==> src/rtl/ifd_pkg.sv <==
package ifd_pkg;
  localparam int NIB_W  = 4;
  localparam int BYTE_W = 8;

  typedef enum logic [NIB_W-1:0] {
    OP_NOP    = 4'h0,
    OP_HALT   = 4'h1,
    OP_MOV_RR = 4'h2,
    OP_MOV_IR = 4'h3,
    OP_MOV_RM = 4'h4,
    OP_MOV_MR = 4'h5,
    OP_ALU    = 4'h6,
    OP_JUMP   = 4'h7,
    OP_CALL   = 4'h8,
    OP_RET    = 4'h9,
    OP_PUSH   = 4'hA,
    OP_POP    = 4'hB
  } opcode_e;

  localparam logic [NIB_W-1:0] REG_NONE = 4'h8;
endpackage

==> src/rtl/ifd_class.sv <==
module ifd_class
  import ifd_pkg::*;
(
  input  logic [NIB_W-1:0] icode_i,
  output logic             valid_o,
  output logic             has_reg_o,
  output logic             has_const_o
);
  always_comb begin
    valid_o     = 1'b1;
    has_reg_o   = 1'b0;
    has_const_o = 1'b0;
    case (icode_i)
      OP_NOP, OP_HALT, OP_RET: ;
      OP_MOV_RR, OP_ALU, OP_PUSH, OP_POP: has_reg_o = 1'b1;
      OP_MOV_IR, OP_MOV_RM, OP_MOV_MR: begin
        has_reg_o   = 1'b1;
        has_const_o = 1'b1;
      end
      OP_JUMP, OP_CALL: has_const_o = 1'b1;
      default: valid_o = 1'b0;
    endcase
  end
endmodule

==> src/rtl/ifd_fields.sv <==
module ifd_fields
  import ifd_pkg::*;
#(
  parameter int WORD_BYTES = 4,
  localparam int FETCH_BYTES = WORD_BYTES + 2,
  localparam int BYTES_W = BYTE_W * FETCH_BYTES,
  localparam int WORD_W  = BYTE_W * WORD_BYTES
) (
  input  logic [BYTES_W-1:0] ibytes_i,
  input  logic               has_reg_i,
  input  logic               has_const_i,
  output logic [NIB_W-1:0]   ra_o,
  output logic [NIB_W-1:0]   rb_o,
  output logic [WORD_W-1:0]  const_o
);
  logic [WORD_W-1:0] word_w;

  // constant starts at byte 2 behind a register byte, else at byte 1
  for (genvar k = 0; k < WORD_BYTES; k++) begin : g_align
    assign word_w[BYTE_W*k +: BYTE_W] = has_reg_i ? ibytes_i[BYTE_W*(k+2) +: BYTE_W]
                                                  : ibytes_i[BYTE_W*(k+1) +: BYTE_W];
  end

  assign ra_o    = has_reg_i ? ibytes_i[BYTE_W+NIB_W +: NIB_W] : REG_NONE;
  assign rb_o    = has_reg_i ? ibytes_i[BYTE_W +: NIB_W]       : REG_NONE;
  assign const_o = has_const_i ? word_w : '0;
endmodule

==> src/rtl/ifd_next_pc.sv <==
module ifd_next_pc #(
  parameter int ADDR_W     = 32,
  parameter int WORD_BYTES = 4
) (
  input  logic [ADDR_W-1:0] pc_i,
  input  logic              has_reg_i,
  input  logic              has_const_i,
  output logic [ADDR_W-1:0] next_pc_o
);
  logic [ADDR_W-1:0] incr_w;

  assign incr_w    = ADDR_W'(1) + ADDR_W'(has_reg_i)
                   + (has_const_i ? ADDR_W'(WORD_BYTES) : '0);
  assign next_pc_o = pc_i + incr_w;
endmodule

==> src/rtl/ifetch_decode.sv <==
module ifetch_decode
  import ifd_pkg::*;
#(
  parameter int ADDR_W     = 32,
  parameter int WORD_BYTES = 4,
  localparam int FETCH_BYTES = WORD_BYTES + 2,
  localparam int BYTES_W = BYTE_W * FETCH_BYTES,
  localparam int WORD_W  = BYTE_W * WORD_BYTES
) (
  input  logic [ADDR_W-1:0]  pc_i,
  input  logic [BYTES_W-1:0] ibytes_i,
  output logic [NIB_W-1:0]   icode_o,
  output logic [NIB_W-1:0]   ifun_o,
  output logic [NIB_W-1:0]   ra_o,
  output logic [NIB_W-1:0]   rb_o,
  output logic [WORD_W-1:0]  const_o,
  output logic [ADDR_W-1:0]  next_pc_o,
  output logic               valid_o,
  output logic               has_reg_o,
  output logic               has_const_o
);
  assign icode_o = ibytes_i[NIB_W +: NIB_W];
  assign ifun_o  = ibytes_i[0 +: NIB_W];

  ifd_class i_class (
    .icode_i     (icode_o),
    .valid_o     (valid_o),
    .has_reg_o   (has_reg_o),
    .has_const_o (has_const_o)
  );

  ifd_fields #(.WORD_BYTES(WORD_BYTES)) i_fields (
    .ibytes_i    (ibytes_i),
    .has_reg_i   (has_reg_o),
    .has_const_i (has_const_o),
    .ra_o        (ra_o),
    .rb_o        (rb_o),
    .const_o     (const_o)
  );

  ifd_next_pc #(.ADDR_W(ADDR_W), .WORD_BYTES(WORD_BYTES)) i_next_pc (
    .pc_i        (pc_i),
    .has_reg_i   (has_reg_o),
    .has_const_i (has_const_o),
    .next_pc_o   (next_pc_o)
  );

  logic [ADDR_W-1:0] len_w;
  assign len_w = next_pc_o - pc_i;

  always_comb begin

    len_set_chk: assert (len_w == ADDR_W'(1) || len_w == ADDR_W'(2) ||
                         len_w == ADDR_W'(WORD_BYTES + 1) || len_w == ADDR_W'(WORD_BYTES + 2));

    no_reg_id_chk: assert (has_reg_o || (ra_o == REG_NONE && rb_o == REG_NONE));

    const_zero_chk: assert (has_const_o || const_o == '0);

    invalid_nop_chk: assert (valid_o || (!has_reg_o && !has_const_o && len_w == ADDR_W'(1)));

    field_valid_chk: assert (!(has_reg_o || has_const_o) || valid_o);
  end
endmodule

==> config.mk <==
export PLATFORM = sky130hd
export DESIGN_NAME = ifetch_decode
export DESIGN_NICKNAME = d
export VERILOG_FILES = /design/src/rtl/ifd_pkg.sv /design/src/rtl/ifd_class.sv /design/src/rtl/ifd_fields.sv /design/src/rtl/ifd_next_pc.sv /design/src/rtl/ifetch_decode.sv
export SDC_FILE = /design/constraint.sdc
export NUM_CORES = 1
export LEC_CHECK = 0
export BUFFER_PORTS_ARGS = -buffer_cell sky130_fd_sc_hd__buf_2
export CORE_UTILIZATION = 35
export DETAILED_ROUTE_END_ITERATION = 10
export GPL_TIMING_DRIVEN = 0
export PLACE_DENSITY = 0.87
export SLEW_MARGIN = 10
export SYNTH_ARGS = -nofsm -noshare
export SYNTH_HDL_FRONTEND = slang
export SYNTH_SLANG_ARGS = --single-unit
==> constraint.sdc <==
create_clock -name vclk -period 2.8
set_input_delay 0.14 -clock vclk [all_inputs]
set_output_delay 0.14 -clock vclk [all_outputs]
set_load 0.005 [all_outputs]
==> impl_results.rst, run 1 <==
.. list-table::
   :header-rows: 1

   * - Metric
     - Value
   * - Status
     - finished, final reports clean
   * - Share of the synthesized area in the top cell type
     - 0.205
   * - Synth Cell Area
     - 1340 µm²
   * - Synthesized Nets
     - 313
   * - I/O pin count
     - 163
   * - Pin count of the biggest net entering global routing
     - 16
   * - CP required
     - 2.66 ns
   * - Slew Limit Fails
     - 0
   * - Number of different library cells in the post-synthesis netlist
     - 31
   * - Share of the cycle needed by the critical path after routing
     - 0.948
   * - Clk_buf instances
     - 0
   * - Relative slew slack
     - 0.665
   * - DP Worst Slack
     - -0.346 ns
   * - Highest-count cells in the layout ignoring fill and taps
     - sky130_fd_sc_hd__buf_2, sky130_fd_sc_hd__nand2_1, sky130_fd_sc_hd__a21oi_1
   * - Post-route cell area
     - 2270 µm²
   * - Data arrival time at the worst-slack endpoint
     - 2.51 ns
   * - Area delta synth->final
     - 69.4%
   * - Vias in the first global route
     - 1941
   * - Initial antenna violation count
     - 0
   * - WS Path Type
     - in2out
   * - Transition at the pin with the smallest max-transition slack
     - 0.503 ns
   * - Global-route wire length before repair
     - 8.05 mm
   * - Global-route total usage across every layer
     - 0.233
   * - Final Critical Period
     - 2.65 ns
   * - Cell with the largest stage delay on the worst path
     - sky130_fd_sc_hd__a2111o_1
   * - Final antenna diode count
     - 0
   * - Final wirelength
     - 5.13 mm
   * - Grt total ovfl
     - 0
   * - Instance count after placement with tap cells included
     - 435
   * - Floorplan die area
     - 4070 µm²
   * - Post-DP HPWL
     - 4.26 mm
   * - Unrepaired setup endpoints after global routing
     - yes
   * - Yosys warns
     - 0
   * - Type of the tightest min-delay check
     - in2out
   * - Final layout net count
     - 475
   * - Initial standard-cell utilization of the core
     - 0.365
   * - Number of endpoints failing setup at the final stage
     - 0
   * - Core region area
     - 3660 µm²
   * - Final-layout worst hold slack
     - 0.445 ns
   * - Final hold violation count
     - 0
   * - Worst path buffer plus inverter count
     - 5
   * - Number of max-cap violations
     - 0
   * - Most frequent standard cell in the layout excluding fill and tap cells
     - sky130_fd_sc_hd__buf_2
   * - VDD IR max
     - 0.0866 mV
   * - Horizontal die dimension
     - 63.8 µm
   * - Cell types occupying the most area after synthesis
     - sky130_fd_sc_hd__nand2_1, sky130_fd_sc_hd__xnor2_1, sky130_fd_sc_hd__a21oi_1
   * - Cell taking the most area after synthesis
     - sky130_fd_sc_hd__nand2_1
   * - Iteration count of the initial detailed-routing pass
     - 5
   * - Buffers on Ports
     - 158
   * - Max FO, Critical Path
     - 6
   * - Final setup margin
     - 0.146 ns
   * - Layout cell share with drive strength beyond 1
     - 0.488
   * - Gp weighted congestion
     - 0.865
   * - Slowest Stage Delay on Critical Path
     - 0.49 ns
   * - Post-route setup TNS
     - 0 ns
   * - Mean Syn Cell Area
     - 5.84 µm²
   * - Cell-by-cell listing of the critical path
     - buf_2, mux2_4, inv_6, buf_8, ha_2, inv_1, fa_2, nand2b_4, a2111o_1, nor4_4, xor2_1, buf_2
   * - DR iter-0 viols
     - 135
   * - Num rows
     - 22
   * - Residual DRC count
     - 0
   * - Via count normalized by instance count
     - 4.98
   * - Most used cell along the critical path
     - sky130_fd_sc_hd__buf_2
   * - Via count of the routed design
     - 2177
   * - Register cell area after layout
     - 0 µm²
   * - Crit. End Element
     - output pin
   * - Residual antenna-violating net count after detailed routing
     - 0
   * - Sequential cells
     - 0
   * - Power density of the placed cells
     - 159 nW/µm²
   * - Reported leakage power
     - 1.24 nW
   * - Maximum operating frequency
     - 377 MHz
   * - Largest delay contributor family on the critical path
     - buffers and inverters
   * - Sequential share of the synthesized area
     - 0
   * - Area after DPL
     - 2190 µm²
   * - Wire per inst
     - 11.7 µm
   * - Instance count of the mapped netlist
     - 229
   * - Nature of the critical path startpoint
     - input pin
   * - Height of the die
     - 63.8 µm
   * - Post-layout instance count excluding filler cells
     - 437
-- worst paths after layout --
check	startpoint	endpoint	slack, ns	cells after the start
setup / recovery	ibytes_i[6]	next_pc_o[18]	0.15	12
hold / removal	ibytes_i[0]	ifun_o[0]	0.45	2
-- final cells by class --
| class | count | area, µm² |
|---|---|---|
| plain buffers | 19 | 120 |
| fillers | 344 | 1400 |
| inverters | 11 | 46.3 |
| multi-input cells | 198 | 1220 |
| well taps | 48 | 60.1 |
| repair buffers | 161 | 818 |
-- cells in the mapped netlist, drive strengths merged --
library cell  instances
a2111o                1
a211oi                2
a21bo                 1
a21oi                37
and2                  7
and3                  3
buf                  13
clkbuf                7
fa                    1
ha                    3
inv                  11
mux2                  1
nand2                73
nand2b                3
nand3                14
nand4                11
nor2                  4
nor3                  2
nor3b                 1
nor4                  3
o22a                  1
xnor2                24
xor2                  6
-- layer usage --
layer,track usage,vias to the layer above,wire length (µm)
met5,0,-,0
met2,0.473,102,2740
met1,0.261,987,2000
met3,0.0321,2,372
met4,0.0142,0,14
li1,-,1086,-
-- power by group --
group	switching [mW]	internal, mW
Combinational	0.188	0.172
Clock	0	0
Sequential	0	0
Total	0.188	0.172
-- per-stage QoR --
step	total power, mW	util
floorplan	0.164	-
global placement	0.335	0.598
detailed placement	0.342	0.598
CTS	0.350	0.604
global route	0.397	0.619
finish	0.360	0.619
-- logic make-up after synthesis --
logic type	count (synthesis)	synth area share
AOI/OAI and AO/OA	42	0.185
xor gates and xnor gates	30	0.196
adders and majority gates	4	0.0430
buffers and inverters	31	0.114
muxes	1	0.00842
and+or+nand+nor	121	0.453
-- timing repair --
item	CTS	global route
endpoints found under the setup margin	22	17
hold buffers	0	0
gates resized for setup	9	8
buffers inserted	0	3
pin swaps	3	3
No activity file was read; power rests on OpenSTA's default activity.
==> run 2, diff against run 1 <==
Settings changed: ABC_AREA set to 1, CORE_UTILIZATION 35 to 38, PLACE_DENSITY 0.87 to 0.86.
==> run 2 against run 1 <==
Cell area is 11% higher. Hold slack hardly changed. Final cell count is 25% higher. Critical path depth is 6 higher. Count of clock-buffer cells in the layout stayed put. Sequential cell count stayed put. Wire length is 21% higher. Synthesized cell count is 48% higher. Non-clock buffer count is 3 lower. Largest power group unchanged.
==> impl_results.rst, run 2 <==
.. list-table::
   :header-rows: 1

   * - Metric
     - Value
   * - Status
     - finished, final reports clean
   * - Top metal layer carrying routed signals
     - met4
   * - Residual antenna-violating net count after detailed routing
     - 0
   * - Crit. End Element
     - output pin
   * - Relative slew slack
     - 0.816
   * - Mean Syn Cell Area
     - 4.86 µm²
   * - Final antenna diode count
     - 0
   * - Grt total ovfl
     - 0
   * - Reported leakage power
     - 1.48 nW
   * - DP Worst Slack
     - 0.142 ns
   * - Final hold violation count
     - 0
   * - Global-route total usage across every layer
     - 0.269
   * - Vias in the first global route
     - 2285
   * - Final layout net count
     - 584
   * - Synthesized Nets
     - 423
   * - Residual DRC count
     - 0
   * - DR iter-0 viols
     - 144
   * - Unrepaired setup endpoints after global routing
     - yes
   * - Sequential share of the synthesized area
     - 0
   * - Instance count of the mapped netlist
     - 339
   * - Post-layout instance count excluding filler cells
     - 548
   * - Data arrival time at the worst-slack endpoint
     - 2.48 ns
   * - CP required
     - 2.66 ns
   * - Most instantiated library cell after synthesis
     - sky130_fd_sc_hd__nor2_1
   * - Initial antenna violation count
     - 0
   * - Worst hold stages
     - 2
   * - Pin count of the biggest net entering global routing
     - 12
   * - Total setup buffers inserted after CTS
     - 0
   * - Maximum operating frequency
     - 382 MHz
   * - Via count normalized by instance count
     - 4.90
   * - Highest-count cells in the layout ignoring fill and taps
     - sky130_fd_sc_hd__buf_2, sky130_fd_sc_hd__nor2_1, sky130_fd_sc_hd__nand2_1
   * - Cell taking the most area after synthesis
     - sky130_fd_sc_hd__nor2_1
   * - Max FO, Critical Path
     - 11
   * - Final wirelength
     - 6.22 mm
   * - Height of the die
     - 67.8 µm
   * - I/O pin count
     - 163
   * - Most frequent standard cell in the layout excluding fill and tap cells
     - sky130_fd_sc_hd__buf_2
   * - Number of endpoints failing setup at the final stage
     - 0
   * - Utilization after layout
     - 0.615
   * - Final setup margin
     - 0.180 ns
   * - Number of max-cap violations
     - 0
   * - Via count of the routed design
     - 2683
   * - Share of the cycle needed by the critical path after routing
     - 0.936
   * - Yosys warns
     - 0
   * - CTS Hold Bufs
     - 0
   * - Most instantiated cells after synthesis
     - sky130_fd_sc_hd__nor2_1, sky130_fd_sc_hd__nand2_1, sky130_fd_sc_hd__o21ai_0, sky130_fd_sc_hd__inv_1, sky130_fd_sc_hd__nand3b_1
   * - Nature of the critical path startpoint
     - input pin
   * - Transition at the pin with the smallest max-transition slack
     - 0.275 ns
   * - Initial standard-cell utilization of the core
     - 0.403
   * - Iteration count of the initial detailed-routing pass
     - 6
   * - Slew Limit Fails
     - 0
   * - Instance count after placement with tap cells included
     - 548
   * - Area delta synth->final
     - 52.6%
   * - Synth Cell Area
     - 1650 µm²
   * - Sequential cells
     - 0
   * - Final Critical Period
     - 2.62 ns
   * - Wire length on met2
     - 3.24 mm
   * - Horizontal die dimension
     - 67.8 µm
   * - VDD IR max
     - 0.117 mV
   * - Layout cell share with drive strength beyond 1
     - 0.390
   * - Post-DP HPWL
     - 5.53 mm
   * - Met3 layer wire length in the routed design
     - 412 µm
   * - Core region area
     - 4090 µm²
   * - Number of different library cells in the post-synthesis netlist
     - 27
   * - Register cell area after layout
     - 0 µm²
   * - WS Path Type
     - in2out
   * - Share of the synthesized area in the top cell type
     - 0.258
   * - Layout fillers
     - 419
   * - Num rows
     - 23
   * - Floorplan die area
     - 4600 µm²
   * - Clk_buf instances
     - 0
   * - Overall power of the completed layout
     - 374 µW
   * - Buffers on Ports
     - 159
   * - Cell types occupying the most area after synthesis
     - sky130_fd_sc_hd__nor2_1, sky130_fd_sc_hd__nand2_1, sky130_fd_sc_hd__o21ai_0
   * - Type of the tightest min-delay check
     - in2out
   * - Wire per inst
     - 11.4 µm
   * - Power density of the placed cells
     - 149 nW/µm²
   * - Global-route wire length before repair
     - 9.76 mm
   * - Gp weighted congestion
     - 0.912
   * - Routed met1 length
     - 2.47 mm
-- run 2: cell types whose count changed after synthesis, moves of 10 or more --
| cell | change |
|---|---|
| sky130_fd_sc_hd__a21oi_1 | -37 |
| sky130_fd_sc_hd__inv_1 | +10 |
| sky130_fd_sc_hd__nand2_1 | +23 |
| sky130_fd_sc_hd__nand3b_1 | +14 |
| sky130_fd_sc_hd__nand4_1 | -10 |
| sky130_fd_sc_hd__nor2_1 | +109 |
| sky130_fd_sc_hd__o21ai_0 | +24 |
| sky130_fd_sc_hd__xnor2_1 | -17 |
-- run 2: per-stage QoR --
| step | TNS [ns] | cell area (µm²) | hold slack, ns |
|---|---|---|---|
| 6_report | 0 | 2510 | 0.445 |
| 5_1_grt | -0.132 | 2510 | 0.461 |
| 4_1_cts | 0 | 2500 | 0.446 |
| 3_5_place_dp | 0 | 2500 | 0.446 |
| 3_3_place_gp | 0 | 2500 | 0.446 |
| 2_1_floorplan | 0 | 1650 | 0.335 |
-- run 2: critical path, cell delays in order --
cell,delay [ns]
sky130_fd_sc_hd__buf_2,0.14
sky130_fd_sc_hd__nand2_1,0.10
sky130_fd_sc_hd__nand3_2,0.09
sky130_fd_sc_hd__o21ai_4,0.09
sky130_fd_sc_hd__inv_2,0.10
sky130_fd_sc_hd__buf_4,0.20
sky130_fd_sc_hd__ha_1,0.19
sky130_fd_sc_hd__inv_1,0.05
sky130_fd_sc_hd__fa_1,0.39
sky130_fd_sc_hd__inv_1,0.07
sky130_fd_sc_hd__nand3_1,0.06
sky130_fd_sc_hd__nand2_1,0.16
sky130_fd_sc_hd__nand3_1,0.26
sky130_fd_sc_hd__inv_1,0.14
sky130_fd_sc_hd__nand2_1,0.06
sky130_fd_sc_hd__nand2_1,0.05
sky130_fd_sc_hd__nand2_1,0.04
sky130_fd_sc_hd__buf_2,0.12
-- run 2: report_power, final --
| part | switching (mW) | internal (mW) |
|---|---|---|
| registers | 0 | 0 |
| clock network | 0 | 0 |
| logic | 0.201 | 0.173 |
-- run 2: cell families after synthesis --
family / count (synthesis) / synth area share
xor gates and xnor gates: 15 / 0.0798
buffers and inverters: 42 / 0.141
AOI/OAI and AO/OA: 35 / 0.117
and+or+nand+nor: 243 / 0.627
adders and majority gates: 4 / 0.0350
-- run 2: worst paths after layout --
check	from	to	slack (ns)
setup / recovery	ibytes_i[5]	next_pc_o[26]	0.18
hold / removal	ibytes_i[2]	ifun_o[2]	0.44
-- run 2: cell type report --
class	instances	area, µm²	area share
plain buffers	18	143	0.0568
inverters	24	90.1	0.0359
multi-input cells	297	1420	0.566
well taps	50	62.6	0.0249
repair buffers	159	796	0.317
-- run 2: routing by layer --
| metal | track usage | up-vias |
|---|---|---|
| li1 | - | 1371 |
| met1 | 0.291 | 1170 |
| met2 | 0.566 | 131 |
| met3 | 0.0133 | 11 |
| met4 | 0.0391 | 0 |
| met5 | 0 | - |
-- run 2: timing repair --
item / 4_1_cts / 5_1_grt
hold endpoints to repair: 0 / 0
setup endpoints to repair: 0 / 7
gates resized for setup: 0 / 2
==> run 3, diff against run 2 <==
--- a/config.mk
+++ b/config.mk
@@ -8,2 +8,3 @@
 export ABC_AREA = 1
+export ABC_CLOCK_PERIOD_IN_PS = 2800
 export BUFFER_PORTS_ARGS = -buffer_cell sky130_fd_sc_hd__buf_2
==> constraint.sdc (replaced) <==
create_clock -name vclk -period 2.8
set_input_delay 0 -clock vclk [all_inputs]
set_output_delay 0 -clock vclk [all_outputs]
set_load 0.005 [all_outputs]
==> run 3 against run 2 <==
Sequential cell count unchanged. Sequential share of layout area is the same. Final cell count unchanged. Global-route usage unchanged. Critical path type unchanged. Wire length up 0.96%. Largest power group unchanged. Via count is 1.1% lower. First-iteration DRC count down 3.5%. Cell area fell by 0.30%.
==> impl_results.rst, run 3 (same netlist as run 2, synthesis figures left out) <==
.. list-table::
   :header-rows: 1

   * - Metric
     - Value
   * - I/O pin count
     - 163
   * - Power share of the clock group
     - 0
   * - Initial standard-cell utilization of the core
     - 0.403
   * - Via count normalized by instance count
     - 4.84
   * - Vias in the first global route
     - 2285
   * - Crit. End Element
     - output pin
   * - Type of the tightest min-delay check
     - in2out
   * - Worst hold stages
     - 2
   * - Horizontal die dimension
     - 67.8 µm
   * - Buffers on Ports
     - 159
   * - Final layout net count
     - 584
   * - Worst Hold End
     - ifun_o[2]
   * - Largest delay contributor family on the critical path
     - simple AND/OR/NAND/NOR gates
   * - Post-route cell area
     - 2500 µm²
   * - Register cell area after layout
     - 0 µm²
   * - Residual DRC count
     - 0
   * - Worst path buffer plus inverter count
     - 6
   * - CP required
     - 2.80 ns
   * - Total setup buffers inserted after CTS
     - 0
   * - Min-Delay Startpoint
     - ibytes_i[2]
   * - Switching power share of the total
     - 0.538
   * - Number of max-cap violations
     - 0
   * - Iteration count of the initial detailed-routing pass
     - 4
   * - Gp weighted congestion
     - 0.912
   * - Share of the cycle needed by the critical path after routing
     - 0.854
   * - Via count of the routed design
     - 2654
   * - Grt total ovfl
     - 0
   * - Maximum operating frequency
     - 418 MHz
   * - Status
     - finished, final reports clean
   * - Power density of the placed cells
     - 149 nW/µm²
   * - Unrepaired setup endpoints after global routing
     - no
   * - Clk_buf instances
     - 0
   * - Number of gates resized after CTS
     - 0
   * - Residual antenna-violating net count after detailed routing
     - 0
   * - Most frequent standard cell in the layout excluding fill and tap cells
     - sky130_fd_sc_hd__buf_2
   * - P_sw
     - 201 µW
   * - Area after DPL
     - 2500 µm²
   * - Cell-by-cell listing of the critical path
     - buf_2, nand2_1, nand3_2, o21ai_4, inv_2, buf_4, ha_1, inv_1, fa_1, inv_1, nand3_1, nand2_1, nand2_1, nor2_1, nand2_1, nand2_1, nand2_1, buf_2
   * - Initial antenna violation count
     - 0
   * - Area delta synth->final
     - 52.1%
   * - WS Path Type
     - in2out
   * - Post-route setup TNS
     - 0 ns
   * - Global-route total usage across every layer
     - 0.269
   * - Relative slew slack
     - 0.819
   * - Transition at the pin with the smallest max-transition slack
     - 0.270 ns
   * - Slew Limit Fails
     - 0
   * - Nature of the critical path startpoint
     - input pin
   * - Sequential cells
     - 0
   * - Overall power of the completed layout
     - 374 µW
   * - VDD IR max
     - 0.119 mV
   * - Max FO, Critical Path
     - 11
   * - Most used cell along the critical path
     - sky130_fd_sc_hd__nand2_1
   * - Final hold violation count
     - 0
   * - Pin count of the biggest net entering global routing
     - 12
   * - Slowest Stage Delay on Critical Path
     - 0.39 ns
   * - Highest-count cells in the layout ignoring fill and taps
     - sky130_fd_sc_hd__buf_2, sky130_fd_sc_hd__nor2_1, sky130_fd_sc_hd__nand2_1
   * - Share of power burned in registers
     - 0
   * - Reported leakage power
     - 1.48 nW
   * - Final Critical Period
     - 2.39 ns
   * - Final antenna diode count
     - 0
   * - Internal power of the cells
     - 173 µW
   * - CTS Hold Bufs
     - 0
   * - Part of the power in combinational logic
     - 1.000
   * - Post-DP HPWL
     - 5.53 mm
   * - Final-layout worst hold slack
     - 0.165 ns
   * - Core region area
     - 4090 µm²
   * - Num rows
     - 23
   * - Layout cell share with drive strength beyond 1
     - 0.388
   * - Data arrival time at the worst-slack endpoint
     - 2.39 ns
   * - Wire per inst
     - 11.5 µm
   * - Global-route wire length before repair
     - 9.76 mm
   * - Final wirelength
     - 6.28 mm
   * - Floorplan die area
     - 4600 µm²
   * - Cell with the largest stage delay on the worst path
     - sky130_fd_sc_hd__fa_1
   * - Height of the die
     - 67.8 µm
   * - DR iter-0 viols
     - 139
   * - Number of endpoints failing setup at the final stage
     - 0
## run 3: area by class of cell
| cell class | count | area, µm² |
|---|---|---|
| timing repair buffer | 159 | 796 |
| tap | 50 | 62.6 |
| buffer | 18 | 143 |
| fill | 418 | 1580 |
| inverter | 24 | 90.1 |
| multi-input combinational | 297 | 1410 |
## run 3: worst max path at each step
stage                     to  cells after the start        start
4_1_cts        next_pc_o[30]                     18  ibytes_i[5]
3_5_place_dp   next_pc_o[30]                     18  ibytes_i[5]
2_1_floorplan  next_pc_o[14]                     14  ibytes_i[4]
5_1_grt        next_pc_o[14]                     16  ibytes_i[5]
6_report       next_pc_o[30]                     18  ibytes_i[5]
3_3_place_gp   next_pc_o[30]                     18  ibytes_i[5]
## run 3: power by group through the flow
stage               Sequential, mW  Combinational [mW]  Clock, mW
floorplan                        0               0.186          0
global placement                 0               0.366          0
detailed placement               0               0.372          0
CTS                              0               0.373          0
global route                     0               0.419          0
finish                           0               0.374          0
## run 3: layer usage
metal | GRT usage | vias to the layer above | wire [µm]
met5 | 0 | - | 0
met1 | 0.291 | 1149 | 2510
li1 | - | 1369 | -
met2 | 0.566 | 130 | 3260
met3 | 0.0133 | 6 | 441
met4 | 0.0391 | 0 | 68
## run 3: stage by stage
stage | utilization | setup slack, ns | std cells
after global routing | 0.613 | 0.176 | 548
after global placement | 0.613 | 0.499 | 548
after floorplan | - | 1.04 | 339
after CTS | 0.613 | 0.412 | 548
after detailed placement | 0.613 | 0.422 | 548
final | 0.613 | 0.408 | 548
